--- src/rtl/mcr_pkg.sv ---
package mcr_pkg;

  typedef enum logic [2:0] {
    OP_LOAD       = 3'd0,
    OP_MOVE_IN    = 3'd1,
    OP_MOVE_OUT   = 3'd2,
    OP_STORE      = 3'd3,
    OP_STORE_FREE = 3'd4
  } mcr_op_e;

  typedef enum logic [2:0] {
    ST_IDLE  = 3'd0,
    ST_LDREQ = 3'd1,
    ST_MVIN  = 3'd2,
    ST_MVOUT = 3'd3,
    ST_STORE = 3'd4
  } mcr_state_e;

endpackage

--- src/rtl/mcr_slot_pool.sv ---
module mcr_slot_pool #(
  parameter int NUM_REGS = 4,
  parameter int SW       = $clog2(NUM_REGS)
) (
  input  logic                clk,
  input  logic                rst_n,
  input  logic                alloc_en,
  input  logic                free_en,
  input  logic [SW-1:0]       free_slot,
  output logic                any_free,
  output logic [SW-1:0]       pick_slot,
  output logic [NUM_REGS-1:0] busy_mask
);

  logic [NUM_REGS-1:0] busy_q;
  logic                found;

  assign busy_mask = busy_q;
  assign any_free  = ~&busy_q;

  // lowest-numbered free slot wins
  always_comb begin
    pick_slot = '0;
    found     = 1'b0;
    for (int i = 0; i < NUM_REGS; i++) begin
      if (!busy_q[i] && !found) begin
        pick_slot = SW'(i);
        found     = 1'b1;
      end
    end
  end

  always_ff @(posedge clk) begin
    if (!rst_n) begin
      busy_q <= '0;
    end else begin
      if (alloc_en) busy_q[pick_slot] <= 1'b1;
      if (free_en)  busy_q[free_slot] <= 1'b0;
    end
  end

endmodule

--- src/rtl/mcr_load_tracker.sv ---
module mcr_load_tracker #(
  parameter int NUM_REGS = 4,
  parameter int VLEN     = 4,
  parameter int SW       = $clog2(NUM_REGS),
  parameter int CW       = $clog2(VLEN)
) (
  input  logic          clk,
  input  logic          rst_n,
  input  logic          push_en,
  input  logic [SW-1:0] push_slot,
  input  logic          rsp_valid,
  output logic [SW-1:0] head_slot,
  output logic [CW-1:0] head_elem,
  output logic          empty
);

  logic [SW-1:0] order_q [NUM_REGS];
  logic [SW-1:0] wr_ptr, rd_ptr;
  logic [SW:0]   count;
  logic [CW-1:0] elem_q;
  logic          elem_last;
  logic          pop;

  function automatic logic [SW-1:0] ptr_next(input logic [SW-1:0] p);
    return (p == SW'(NUM_REGS - 1)) ? '0 : p + 1'b1;
  endfunction

  assign elem_last = (elem_q == CW'(VLEN - 1));
  assign pop       = rsp_valid && elem_last;
  assign head_slot = order_q[rd_ptr];
  assign head_elem = elem_q;
  assign empty     = (count == '0);

  always_ff @(posedge clk) begin
    if (push_en) order_q[wr_ptr] <= push_slot;
  end

  always_ff @(posedge clk) begin
    if (!rst_n) begin
      wr_ptr <= '0;
      rd_ptr <= '0;
      count  <= '0;
      elem_q <= '0;
    end else begin
      if (push_en) wr_ptr <= ptr_next(wr_ptr);
      if (rsp_valid) elem_q <= elem_last ? '0 : elem_q + 1'b1;
      if (pop) rd_ptr <= ptr_next(rd_ptr);
      case ({push_en, pop})
        2'b10:   count <= count + 1'b1;
        2'b01:   count <= count - 1'b1;
        default: count <= count;
      endcase
    end
  end

endmodule

--- src/rtl/mcr_slot_store.sv ---
module mcr_slot_store #(
  parameter int NUM_REGS = 4,
  parameter int VLEN     = 4,
  parameter int DW       = 16,
  parameter int SW       = $clog2(NUM_REGS),
  parameter int CW       = $clog2(VLEN)
) (
  input  logic          clk,
  input  logic          rst_n,
  input  logic          clear_en,
  input  logic [SW-1:0] clear_slot,
  input  logic          wa_en,
  input  logic [SW-1:0] wa_slot,
  input  logic [CW-1:0] wa_elem,
  input  logic [DW-1:0] wa_data,
  input  logic          wb_en,
  input  logic [SW-1:0] wb_slot,
  input  logic [CW-1:0] wb_elem,
  input  logic [DW-1:0] wb_data,
  input  logic [SW-1:0] rd_slot,
  input  logic [CW-1:0] rd_elem,
  output logic [DW-1:0] rd_data,
  output logic          rd_vld
);

  logic [VLEN-1:0][DW-1:0] rows     [NUM_REGS];
  logic [VLEN-1:0]         vld_rows [NUM_REGS];

  for (genvar s = 0; s < NUM_REGS; s++) begin : g_slot
    logic [VLEN-1:0][DW-1:0] row_q;
    logic [VLEN-1:0]         vld_q;
    logic                    hit_a, hit_b, hit_clr;

    assign hit_a   = wa_en    && (wa_slot    == SW'(s));
    assign hit_b   = wb_en    && (wb_slot    == SW'(s));
    assign hit_clr = clear_en && (clear_slot == SW'(s));

    always_ff @(posedge clk) begin
      if (hit_a) row_q[wa_elem] <= wa_data;
      if (hit_b) row_q[wb_elem] <= wb_data;
    end

    always_ff @(posedge clk) begin
      if (!rst_n) begin
        vld_q <= '0;
      end else begin
        if (hit_clr) vld_q <= '0;
        if (hit_a)   vld_q[wa_elem] <= 1'b1;
        if (hit_b)   vld_q[wb_elem] <= 1'b1;
      end
    end

    assign rows[s]     = row_q;
    assign vld_rows[s] = vld_q;
  end

  assign rd_data = rows[rd_slot][rd_elem];
  assign rd_vld  = vld_rows[rd_slot][rd_elem];

endmodule

--- src/rtl/mcr_decouple_mgr.sv ---
module mcr_decouple_mgr
  import mcr_pkg::*;
#(
  parameter int NUM_REGS = 4,
  parameter int VLEN     = 4,
  parameter int DW       = 16,
  parameter int AW       = 16
) (
  input  logic                        clk,
  input  logic                        rst_n,
  input  logic                        iss_valid,
  output logic                        iss_ready,
  input  logic [2:0]                  iss_op,
  input  logic [$clog2(NUM_REGS)-1:0] iss_slot,
  input  logic [AW-1:0]               iss_addr,
  output logic                        alloc_valid,
  output logic [$clog2(NUM_REGS)-1:0] alloc_slot,
  output logic                        mem_req_valid,
  input  logic                        mem_req_ready,
  output logic                        mem_req_we,
  output logic [AW-1:0]               mem_req_addr,
  output logic [DW-1:0]               mem_req_wdata,
  input  logic                        mem_rsp_valid,
  input  logic [DW-1:0]               mem_rsp_data,
  input  logic                        xin_valid,
  output logic                        xin_ready,
  input  logic [DW-1:0]               xin_data,
  output logic                        xout_valid,
  input  logic                        xout_ready,
  output logic [DW-1:0]               xout_data
);

  localparam int SW = $clog2(NUM_REGS);
  localparam int CW = $clog2(VLEN);

  mcr_state_e    state;
  mcr_op_e       op_in;
  logic [SW-1:0] cur_slot;
  logic [AW-1:0] cur_addr;
  logic [CW-1:0] cnt;
  logic          free_after;
  logic          last;
  logic          needs_alloc;
  logic          accept;
  logic          alloc_en;
  logic          step;
  logic          free_en;
  logic          any_free;
  logic [SW-1:0] pick_slot;
  logic [NUM_REGS-1:0] busy_mask;
  logic [SW-1:0] head_slot;
  logic [CW-1:0] head_elem;
  logic          trk_empty;
  logic [DW-1:0] rd_data;
  logic          rd_vld;
  logic          xin_fire;

  assign op_in       = mcr_op_e'(iss_op);
  assign last        = (cnt == CW'(VLEN - 1));
  assign needs_alloc = (op_in == OP_LOAD) || (op_in == OP_MOVE_IN);
  assign iss_ready   = (state == ST_IDLE) && (!needs_alloc || any_free);
  assign accept      = iss_valid && iss_ready;
  assign alloc_en    = accept && needs_alloc;

  // stream outputs, all driven from the current slot and element
  assign xin_ready     = (state == ST_MVIN);
  assign xin_fire      = xin_ready && xin_valid;
  assign mem_req_valid = (state == ST_LDREQ) || ((state == ST_STORE) && rd_vld);
  assign mem_req_we    = (state == ST_STORE);
  assign mem_req_addr  = cur_addr + AW'(cnt);
  assign mem_req_wdata = rd_data;
  assign xout_valid    = (state == ST_MVOUT) && rd_vld;
  assign xout_data     = rd_data;

  always_comb begin
    case (state)
      ST_LDREQ, ST_STORE: step = mem_req_valid && mem_req_ready;
      ST_MVIN:            step = xin_fire;
      ST_MVOUT:           step = xout_valid && xout_ready;
      default:            step = 1'b0;
    endcase
  end

  assign free_en = step && last &&
                   ((state == ST_MVOUT) || ((state == ST_STORE) && free_after));

  always_ff @(posedge clk) begin
    if (!rst_n) begin
      state       <= ST_IDLE;
      cur_slot    <= '0;
      cur_addr    <= '0;
      cnt         <= '0;
      free_after  <= 1'b0;
      alloc_valid <= 1'b0;
      alloc_slot  <= '0;
    end else begin
      alloc_valid <= alloc_en;
      if (alloc_en) alloc_slot <= pick_slot;
      if (state == ST_IDLE) begin
        if (accept) begin
          cnt        <= '0;
          cur_addr   <= iss_addr;
          free_after <= (op_in == OP_STORE_FREE);
          cur_slot   <= needs_alloc ? pick_slot : iss_slot;
          case (op_in)
            OP_LOAD:       state <= ST_LDREQ;
            OP_MOVE_IN:    state <= ST_MVIN;
            OP_MOVE_OUT:   state <= ST_MVOUT;
            OP_STORE:      state <= ST_STORE;
            OP_STORE_FREE: state <= ST_STORE;
            default:       state <= ST_IDLE;
          endcase
        end
      end else if (step) begin
        cnt <= last ? '0 : cnt + 1'b1;
        if (last) state <= ST_IDLE;
      end
    end
  end

  mcr_slot_pool #(
    .NUM_REGS (NUM_REGS),
    .SW       (SW)
  ) i_pool (
    .clk       (clk),
    .rst_n     (rst_n),
    .alloc_en  (alloc_en),
    .free_en   (free_en),
    .free_slot (cur_slot),
    .any_free  (any_free),
    .pick_slot (pick_slot),
    .busy_mask (busy_mask)
  );

  mcr_load_tracker #(
    .NUM_REGS (NUM_REGS),
    .VLEN     (VLEN),
    .SW       (SW),
    .CW       (CW)
  ) i_tracker (
    .clk       (clk),
    .rst_n     (rst_n),
    .push_en   (accept && (op_in == OP_LOAD)),
    .push_slot (pick_slot),
    .rsp_valid (mem_rsp_valid),
    .head_slot (head_slot),
    .head_elem (head_elem),
    .empty     (trk_empty)
  );

  mcr_slot_store #(
    .NUM_REGS (NUM_REGS),
    .VLEN     (VLEN),
    .DW       (DW),
    .SW       (SW),
    .CW       (CW)
  ) i_store (
    .clk        (clk),
    .rst_n      (rst_n),
    .clear_en   (alloc_en),
    .clear_slot (pick_slot),
    .wa_en      (xin_fire),
    .wa_slot    (cur_slot),
    .wa_elem    (cnt),
    .wa_data    (xin_data),
    .wb_en      (mem_rsp_valid),
    .wb_slot    (head_slot),
    .wb_elem    (head_elem),
    .wb_data    (mem_rsp_data),
    .rd_slot    (cur_slot),
    .rd_elem    (cnt),
    .rd_data    (rd_data),
    .rd_vld     (rd_vld)
  );

endmodule

--- config.mk ---
export PLATFORM = sky130hd
export DESIGN_NAME = mcr_decouple_mgr
export DESIGN_NICKNAME = d
export VERILOG_FILES = /design/src/rtl/mcr_pkg.sv /design/src/rtl/mcr_slot_pool.sv /design/src/rtl/mcr_load_tracker.sv /design/src/rtl/mcr_slot_store.sv /design/src/rtl/mcr_decouple_mgr.sv
export SDC_FILE = /design/constraint.sdc
export NUM_CORES = 1
export LEC_CHECK = 0
export ABC_AREA = 1
export BUFFER_PORTS_ARGS = -buffer_cell sky130_fd_sc_hd__buf_2
export CAP_MARGIN = 20
export CORE_MARGIN = 2
export CORE_UTILIZATION = 33
export DETAILED_ROUTE_END_ITERATION = 10
export HOLD_SLACK_MARGIN = 0.1
export PLACE_DENSITY_LB_ADDON = 0.3
export RECOVER_POWER = 25
export SLEW_MARGIN = 20
export SYNTH_ARGS = -nofsm -noshare
export SYNTH_HDL_FRONTEND = slang
export SYNTH_HIERARCHICAL = 1
export SYNTH_SLANG_ARGS = --single-unit
--- constraint.sdc ---
create_clock -name clk -period 3.52 [get_ports clk]
set_input_delay 0.176 -clock clk [delete_from_list [all_inputs] [get_ports clk]]
set_output_delay 0.176 -clock clk [all_outputs]
set_load 0.005 [all_outputs]
==> metrics.md <==
| Metric | Value |
|---|---|
| Worst Path Required | `4.02 ns` |
| Layout cells sized above 1 | `0.0945` |
| Worst hold-check path type | `in -> reg` |
| Power Density | `740 nW/um^2` |
| Max-cap violation count | `0` |
| RSZ-0062 raised after global routing | `false` |
| Die area | `54900 sq um` |
| Worst setup margin | `0.266 ns` |
| First-pass GRT wire length | `99.9 mm` |
| Worst setup EP type | `register` |
| Worst reg2reg path startpoint | `cnt[1]` |
| DR pass1 iterations | `6` |
| Detailed placer's ending HPWL | `40.9 mm` |
| Critical path arrival | `3.76 ns` |
| Sequential share of power | `0.390` |
| Vias in the first global route | `16700` |
| Status | `finished clean` |
| Initial antenna violation count | `0` |
| Clock Power Share | `0.267` |
| Diode count | `0` |
| Synth Area per Inst | `6.30 sq um` |
| Setup violators final | `0` |
| Worst r2r dst | `i_store/g_slot[3].vld_q[2]` |
| Final setup TNS | `0 ns` |
| Fmax | `307 MHz` |
| Clk_skew | `0.0190 ns` |
| Cell leakage power | `9.64 nW` |
| Gates resized, CTS repair | `0` |
| IO Port Bufs | `115` |
| Most frequent cells in the layout | `711 x nand2_1, 546 x a21oi_1, 345 x nor2_1` |
| Worst hold start | `mem_req_ready` |
| Post-Synthesis Cell Area | `17500 sq um` |
| Crit Path Max Fanout | `17` |
| Layout Utilization | `0.375` |
| Syn Inst Count | `2780` |
| DR vias | `18300` |
| Slew HR | `0.247` |
| Total power | `14.5 mW` |
| Design internal power | `9.09 mW` |
| Core ar. | `52400 sq um` |
| Worst VDD drop | `0.000328 V` |
| Fillers | `5681` |
| Setup Crit Path Kind | `reg -> reg` |
| Cts bufs inserted | `38` |
| Post-route DRC | `0` |
| Routed length per instance | `18.5 um` |
| Area Growth Syn to Fin | `12.4%` |
| Slew @ Worst Pin | `1.13 ns` |
| Vias/cell | `5.17` |
| CTS clk-pin slew, worst paths | `0.06 ns` |
| GRT Total Usage | `0.236` |
| CTS sink count | `319` |
| Placer Congestion | `0.852` |
| Final Max Tran Viols | `0` |
| CTS Root Cell | `clkbuf_16` |
| Flop2flop setup slack | `0.27 ns` |
| IO Pins | `116` |
| P_sw | `5.46 mW` |
| DIE WIDTH | `234 um` |
| Grt ovf | `0` |
| Nets | `2889` |
| Post-route ant nets | `0` |
| Synthesized net count | `2850` |
| Die height | `234 um` |
| Comb pwr share | `0.343` |
| Rows | `84` |
| YS warnings | `6` |
| Post-Route WL | `65.4 mm` |
| DP Worst Slack | `0.789 ns` |
| Initial Util | `0.334` |
| DR iter-0 viols | `1875` |
| H-Tree Depth | `2` |
| Hold Path Sink | `cnt[1]` |
| Tmin final | `3.25 ns` |
| Clk buf depth | `3` |
| Largest net degree at the start of global routing | `53` |
| Tcrit/Tclk final | `0.925` |
| CP startpoint kind | `register` |
| Clk Latency, worst-skew pair | `0.56 ns` |
| CTS tree | `done` |
| Worst Reg-to-Reg Cells | `7` |
| Commonest non-fill, non-tap cell in the layout | `nand2_1` |
| Switching share of power | `0.375` |
| Fin. Hold Viols | `0` |
| Worst hold margin | `0.125 ns` |
| Hold depth | `6` |
-- layer usage --
metal	global-route usage	wire, um	part of all wire	up-vias
li1	-	-	-	8879
met1	0.327	29000	0.44	8345
met2	0.361	27800	0.43	893
met3	0.0467	6120	0.094	154
met4	0.0888	2460	0.038	0
met5	0	0	0	-
-- cell type report --
class	count	area, sq um	share of cell area
Timing Repair Buffer	189	1190	0.0606
Tap cell	688	861	0.0438
Clock inverter	8	81.3	0.00414
Multi-Input combinational cell	1956	8760	0.445
Sequential cell	319	6470	0.329
Inverter	315	1180	0.0602
Clock buffer	61	1120	0.0568
-- worst max-delay path by stage --
stage	from	to	slack, ns
final	cnt[1]	i_store/g_slot[3].vld_q[2]	0.27
after floorplan	cur_slot[1]	i_pool/busy_mask[1]	1.14
after CTS	cur_slot[1]	xout_data[12]	0.33
after global routing	cur_slot[1]	i_pool/busy_mask[1]	0.12
after global placement	cur_slot[1]	i_store/g_slot[2].vld_q[0]	0.80
after detailed placement	cur_slot[1]	i_pool/busy_mask[1]	0.79
-- critical path, cell delays in order (launching register included) --
cell and delay (ns):
dfxtp_1 0.69, clkbuf_2 0.48, nand2_1 0.58, inv_1 0.36
nand2_1 0.64, nand3_1 0.31, nand2_1 0.07, inv_1 0.06
-- repair_timing --
item	4_1_cts	5_1_grt
endpoints found under the hold margin	93	0
setup buffers	0	0
hold buffers	32	0
-- power by group through the flow --
stage               clock [mW]  sequential, mW  combinational [mW]
global route              4.10            5.83                5.64
detailed placement           0            5.71                4.90
global placement             0            5.71                4.90
CTS                       3.94            5.65                4.95
finish                    3.89            5.67                4.99
floorplan                    0            5.53                3.73
-- registers in the layout, indices dropped and copies added (netlist names), 3 cells and up, named ones only --
signal	flops
i_store/g_slot.row_q	256
state	3
i_store/g_slot.vld_q	16
i_tracker/order_q	8
i_pool/busy_mask	4
cur_addr	16
-- stage by stage --
step / area [sq um] / cells
floorplan: 17500 / 2780
global placement: 18200 / 3435
detailed placement: 18200 / 3435
CTS: 19700 / 3536
global route: 19700 / 3536
finish: 19700 / 3536
(Power assumes the default switching activity.)
